==> config.mk <==
export PLATFORM = sky130hd
export DESIGN_NAME = cot_pulse_gen
export DESIGN_NICKNAME = d
export VERILOG_FILES = /design/src/rtl/cot_pkg.sv /design/src/rtl/cot_target_sel.sv /design/src/rtl/cot_trigger.sv /design/src/rtl/cot_ontimer.sv /design/src/rtl/cot_pulse_gen.sv
export SDC_FILE = /design/constraint.sdc
export NUM_CORES = 1
export LEC_CHECK = 0
export CORE_MARGIN = 2
export CORE_UTILIZATION = 35
export CTS_BUF_LIST = sky130_fd_sc_hd__clkbuf_4
export CTS_CLUSTER_SIZE = 24
export DETAILED_ROUTE_END_ITERATION = 10
export PLACE_DENSITY_LB_ADDON = 0.2
export SLEW_MARGIN = 20
export SYNTH_ARGS = -nofsm -noshare
export SYNTH_HDL_FRONTEND = slang
export SYNTH_SLANG_ARGS = --single-unit
export TNS_END_PERCENT = 30
==> constraint.sdc <==
create_clock -name clk -period 3.75 [get_ports clk]
set_input_delay 0.5625 -clock clk [delete_from_list [all_inputs] [get_ports clk]]
set_output_delay 0.5625 -clock clk [all_outputs]
set_load 0.01 [all_outputs]
==> src/rtl/cot_pkg.sv <==
package cot_pkg;
  typedef enum logic {
    ST_OFF = 1'b0,
    ST_ON  = 1'b1
  } cot_state_e;
endpackage

==> src/rtl/cot_target_sel.sv <==
module cot_target_sel #(
  parameter int CODE_W = 10
) (
  input  logic [CODE_W-1:0] ss_code,
  input  logic [CODE_W-1:0] ref_code,
  output logic [CODE_W-1:0] target
);
  // Soft-start ramp governs until it passes the reference.
  always_comb begin
    if (ss_code < ref_code) target = ss_code;
    else                    target = ref_code;
  end
endmodule

==> src/rtl/cot_trigger.sv <==
module cot_trigger #(
  parameter int CODE_W = 10
) (
  input  logic              run,
  input  logic [CODE_W-1:0] fb_code,
  input  logic [CODE_W-1:0] target,
  output logic              trig
);
  // Valley detect: strictly below the target.
  always_comb trig = run && (fb_code < target);
endmodule

==> src/rtl/cot_ontimer.sv <==
module cot_ontimer #(
  parameter int TON_W = 8
) (
  input  logic             clk,
  input  logic             rst_n,
  input  logic             load,
  input  logic             abort,
  input  logic [TON_W-1:0] ton,
  output logic             last,
  output logic             busy
);
  logic [TON_W-1:0] cnt_q, cnt_d;
  logic             cnt_en;

  always_comb begin
    cnt_d  = cnt_q;
    cnt_en = 1'b0;
    if (abort) begin
      cnt_d  = '0;
      cnt_en = 1'b1;
    end else if (load) begin
      cnt_d  = ton;
      cnt_en = 1'b1;
    end else if (cnt_q != '0) begin
      cnt_d  = cnt_q - 1'b1;
      cnt_en = 1'b1;
    end
  end

  always_ff @(posedge clk or negedge rst_n) begin
    if (!rst_n)      cnt_q <= '0;
    else if (cnt_en) cnt_q <= cnt_d;
  end

  assign last = (cnt_q == {{(TON_W-1){1'b0}}, 1'b1});
  assign busy = (cnt_q != '0);

  // a running pulse counts down by one, whatever the ton input does.
  assert_latched_countdown_R6: assert property (@(posedge clk) disable iff (!rst_n)
    (cnt_q > 1 && !abort && !load) |=> (cnt_q == $past(cnt_q) - 1'b1));
endmodule

==> src/rtl/cot_pulse_gen.sv <==
module cot_pulse_gen #(
  parameter int CODE_W = 10,
  parameter int TON_W  = 8
) (
  input  logic              clk,
  input  logic              rst_n,
  input  logic              run,
  input  logic [CODE_W-1:0] fb_code,
  input  logic [CODE_W-1:0] ss_code,
  input  logic [CODE_W-1:0] ref_code,
  input  logic [TON_W-1:0]  ton_count,
  input  logic              min_off_done,
  output logic              pwm_req
);
  import cot_pkg::*;

  logic [CODE_W-1:0] target;
  logic              trig;
  logic              start;
  logic              t_last;
  logic              t_busy;
  logic              pwm_on;
  cot_state_e        state_q, state_d;

  cot_target_sel #(.CODE_W(CODE_W)) i_sel (
    .ss_code (ss_code),
    .ref_code(ref_code),
    .target  (target)
  );

  cot_trigger #(.CODE_W(CODE_W)) i_trig (
    .run    (run),
    .fb_code(fb_code),
    .target (target),
    .trig   (trig)
  );

  assign start = (state_q == ST_OFF) && trig && min_off_done && (ton_count != '0);

  cot_ontimer #(.TON_W(TON_W)) i_timer (
    .clk  (clk),
    .rst_n(rst_n),
    .load (start),
    .abort(!run),
    .ton  (ton_count),
    .last (t_last),
    .busy (t_busy)
  );

  always_comb begin
    state_d = state_q;
    case (state_q)
      ST_OFF: if (start) state_d = ST_ON;
      ST_ON:  if (!run || t_last) state_d = ST_OFF;
      default: state_d = ST_OFF;
    endcase
  end

  always_ff @(posedge clk or negedge rst_n) begin
    if (!rst_n) state_q <= ST_OFF;
    else        state_q <= state_d;
  end

  assign pwm_on  = (state_q == ST_ON);
  assign pwm_req = pwm_on && run;

  // a pulse begins only after feedback was under both codes.
  assert_start_below_target_R1: assert property (@(posedge clk) disable iff (!rst_n)
    $rose(pwm_on) |-> $past(fb_code < ss_code && fb_code < ref_code && run));
  // the minimum off interval had finished.
  assert_min_off_respected_R5: assert property (@(posedge clk) disable iff (!rst_n)
    $rose(pwm_on) |-> $past(min_off_done));
  // zero on-time never starts a pulse.
  assert_zero_ton_idle_R8: assert property (@(posedge clk) disable iff (!rst_n)
    $rose(pwm_on) |-> ($past(ton_count) != '0));
  // dropping run ends the pulse at the next edge.
  assert_run_abort_R7: assert property (@(posedge clk) disable iff (!rst_n)
    !run |=> !pwm_on);
  // the high phase is always backed by a loaded timer.
  assert_timer_backs_pulse_R3: assert property (@(posedge clk) disable iff (!rst_n)
    pwm_on |-> t_busy);
endmodule

==> results of run 1 <==
[repair_timing]
action,4_1_cts,5_1_grt
setup endpoints to repair,8,9
pin swaps,11,17
gates resized for setup,9,33
setup buffers,1,3
[power by group through the flow]
stage,Combinational [W],Clock (W),Sequential [W]
after floorplan,0.000291,0,0.000167
after global placement,0.000396,0,0.000173
after detailed placement,0.000406,0,0.000175
after CTS,0.000420,0.0000840,0.000173
after global routing,0.000488,0.0000892,0.000179
final,0.000438,0.0000813,0.000174
[through the flow]
| stage | util [%] | power (W) |
|---|---|---|
| 4_1_cts | 55.1 | 0.000678 |
| 2_1_floorplan | - | 0.000458 |
| 6_report | 58.8 | 0.000694 |
| 5_1_grt | 58.8 | 0.000757 |
| 3_3_place_gp | 52.2 | 0.000569 |
| 3_5_place_dp | 52.2 | 0.000582 |
[routing by layer]
layer / vias up / track usage, % / wire length (um)
li1: 606 / - / -
met1: 555 / 16.6 / 1190
met2: 26 / 31.5 / 1730
met3: 4 / 1.62 / 112
met4: 0 / 7.50 / 42
met5: - / 0 / 0
[kinds of logic (layout without fill, tap and decap cells)]
group | Yosys count | count (layout) | synth area share, %
DFF | 9 | 9 | 18.9
muxes | 18 | 18 | 17.2
buffers and inverters | 19 | 77 | 7.23
AOI/OAI and AO/OA | 24 | 24 | 13.9
and+or+nand+nor | 39 | 39 | 19.6
adders and majority gates | 20 | 20 | 21.0
xor gates and xnor gates | 3 | 3 | 2.20
[worst max path at each step]
stage                start          endpoint  slack [ps]  cells after the start
2_1_floorplan  ref_code[7]  i_timer.cnt_q[2]         160                     16
3_3_place_gp   ref_code[4]  i_timer.cnt_q[6]        -380                     17
3_5_place_dp   ref_code[4]  i_timer.cnt_q[6]        -420                     17
4_1_cts        ref_code[6]  i_timer.cnt_q[6]           5                     17
5_1_grt        ref_code[9]  i_timer.cnt_q[6]          50                     17
6_report        ss_code[2]  i_timer.cnt_q[6]         180                     14
[sequential cells by signal, summed over array words and instances, names as in the netlist]
| name | count |
|---|---|
| i_timer.cnt_q | 8 |
| pwm_on | 1 |
[worst register-to-register path, stage by stage (launching register included)]
cell,delay [ps]
dfrtp_1,440
nor4_1,590
nand3_1,310
and3_1,270
mux2_4,260
[final cells by class]
class | instances | area [um2]
tap | 46 | 57.6
clock buffer | 4 | 30.0
multi-input combinational | 104 | 992
sequential | 9 | 225
inverter | 16 | 60.1
timing repair buffer | 57 | 582
fill | 311 | 1360
[cell usage in the layout, fill, tap and decap left out, types with 6 or more instances in the layout]
master,synthesis,routed
clkdlybuf4s50_1,0,27
ha_1,20,14
dlymetal6s2s_1,0,14
inv_1,16,12
buf_4,0,11
mux2i_1,13,10
dfrtp_1,9,9
nor2_1,7,6
a21oi_1,8,6
nand2_1,6,6
==> flow_summary.ini, run 1 <==
[yosys]
syn-num-nets = 194
yosysMostFrequentCell = ha_1
syn_area_per_cell_um2 = 9.04
ys_ff_latch = 9
synth_top_flop_cell = dfrtp_1
syn_inst = 132
synth-edff-count = 0
synth_commonest_cells = ha_1, inv_1, mux2i_1
synth_area_um2 = 1190
async_reset_ff_share_pct = 100
yosysSeqAreaShare_pct = 18.9
yosys-top-cells-area = ha_1, dfrtp_1, mux2i_1
yosysTopAreaCell = ha_1
ys_warn_count = 0
ys_types = 33
synth_top_area_share_pct = 21.0

[setup_path]
critPathCaptureType = register
rr_endpoint = i_timer.cnt_q[5]
cp.required_ps = 3890
cp_slowest_cell = or3_2
start_kind = primary input
cp.arrival_ps = 3710
crit_chain = clkdlybuf4s50_1 > ha_2 > a41oi_1 > a211oi_2 > nor2_4 > buf_6 > mux2i_1 > ha_1 > nand4_1 > or3_2 > o2111ai_2 > nor3b_2 > buf_6 > mux2_4
path_delay_family = simple AND/OR/NAND/NOR gates
cp_max_fo = 7
r2r_start = i_timer.cnt_q[4]
max_stage_delay_ps = 520
worst-path-buf-inv = 3
worstSetupPathType = in -> reg
r2r_slack_ps = 1770
path_common_cell = buf_6
rr_worst_depth = 4

[clock_tree]
tritoncts = done
insertion_delay_ps = 260
cts_root_buffer = clkbuf_4
cts_made_buffers = 3
clock_path_buffers = 2
postCtsHoldBufs = 0
cts_max_level = 1
clock-sinks = 9
clkTransAtPathRegs_ps = 60

[routing]
post_drt_wl_per_cell_um = 13.1
vias_per_cell = 5.05
drt_iter0_drc = 59
ant_nets = 0
firstDrtPassIters = 4
dr_total_vias = 1191
drc = 0
finalWirelength_um = 3080

[status]
status = finished clean

[pwr]
p_switching_w = 0.000272
pwr-share-clk_pct = 11.7
p_per_area_nw_per_um2 = 356
internal-power_w = 0.000422
combPwrFrac_pct = 63.2
leakage_nw = 0.968
seqPwrFrac_pct = 25.1
vdd_drop_max_uv = 125
power.share.switching_pct = 39.2

[floorplan]
die_w_um = 62.4
fp-row-count = 21
core_um2 = 3310
die-area_um2 = 3890
die_h_um = 62.4
pin_count = 43
start_util_pct = 36.1

[placement]
place_hpwl_um = 2480
pre_cts_slack_ps = -420
place_area_um2 = 1730
placed_cells_incl_taps = 228
gp_congestion = 0.735
port_buffers = 42

[sta]
setup_ws_ps = 181
max_slew_margin_pct = 57.7
period_minus_slack_ps = 3570
fin_setup_tns_ps = 0
hold_violations = 0
finClkSkew_ps = 2.35
fin_crit_sh_pct = 95.2
tightest_slew_ps = 628
maxSlewViolCount = 0
rsz0062_at_grt = false
whs_ps = 592
setup_viol = 0
max_freq_mhz = 280

[grt]
antenna_found_initial = 0
grt_first_pass_wirelength_um = 5040
grt_usage_pct = 15.9
grt-ovfl-total = 0
first_global_vias = 1278
grt_max_degree = 13

[final_layout]
final_layout_size_suffix_gt1_share_pct = 27.4
antenna_cells = 0
area.growth.synth_to_final_pct = 63.1
fin_nets = 253
postLayoutCellArea_um2 = 1950
final-instance-count-excl-fill = 236

[worst_hold_path]
hp-class = in -> async

[run]
cap_violations = 0
No activity file was read; power rests on OpenSTA's default activity.
==> inputs of run 2 (changes only) <==
--- a/config.mk
+++ b/config.mk
@@ -10,6 +10,7 @@
 export CTS_BUF_LIST = sky130_fd_sc_hd__clkbuf_4
 export CTS_CLUSTER_SIZE = 24
 export DETAILED_ROUTE_END_ITERATION = 10
+export GPL_ROUTABILITY_DRIVEN = 0
 export PLACE_DENSITY_LB_ADDON = 0.2
 export SLEW_MARGIN = 20
 export SYNTH_ARGS = -nofsm -noshare
==> results of run 2 <==
Final layout, timing and power as in run 1 (identical DEF).
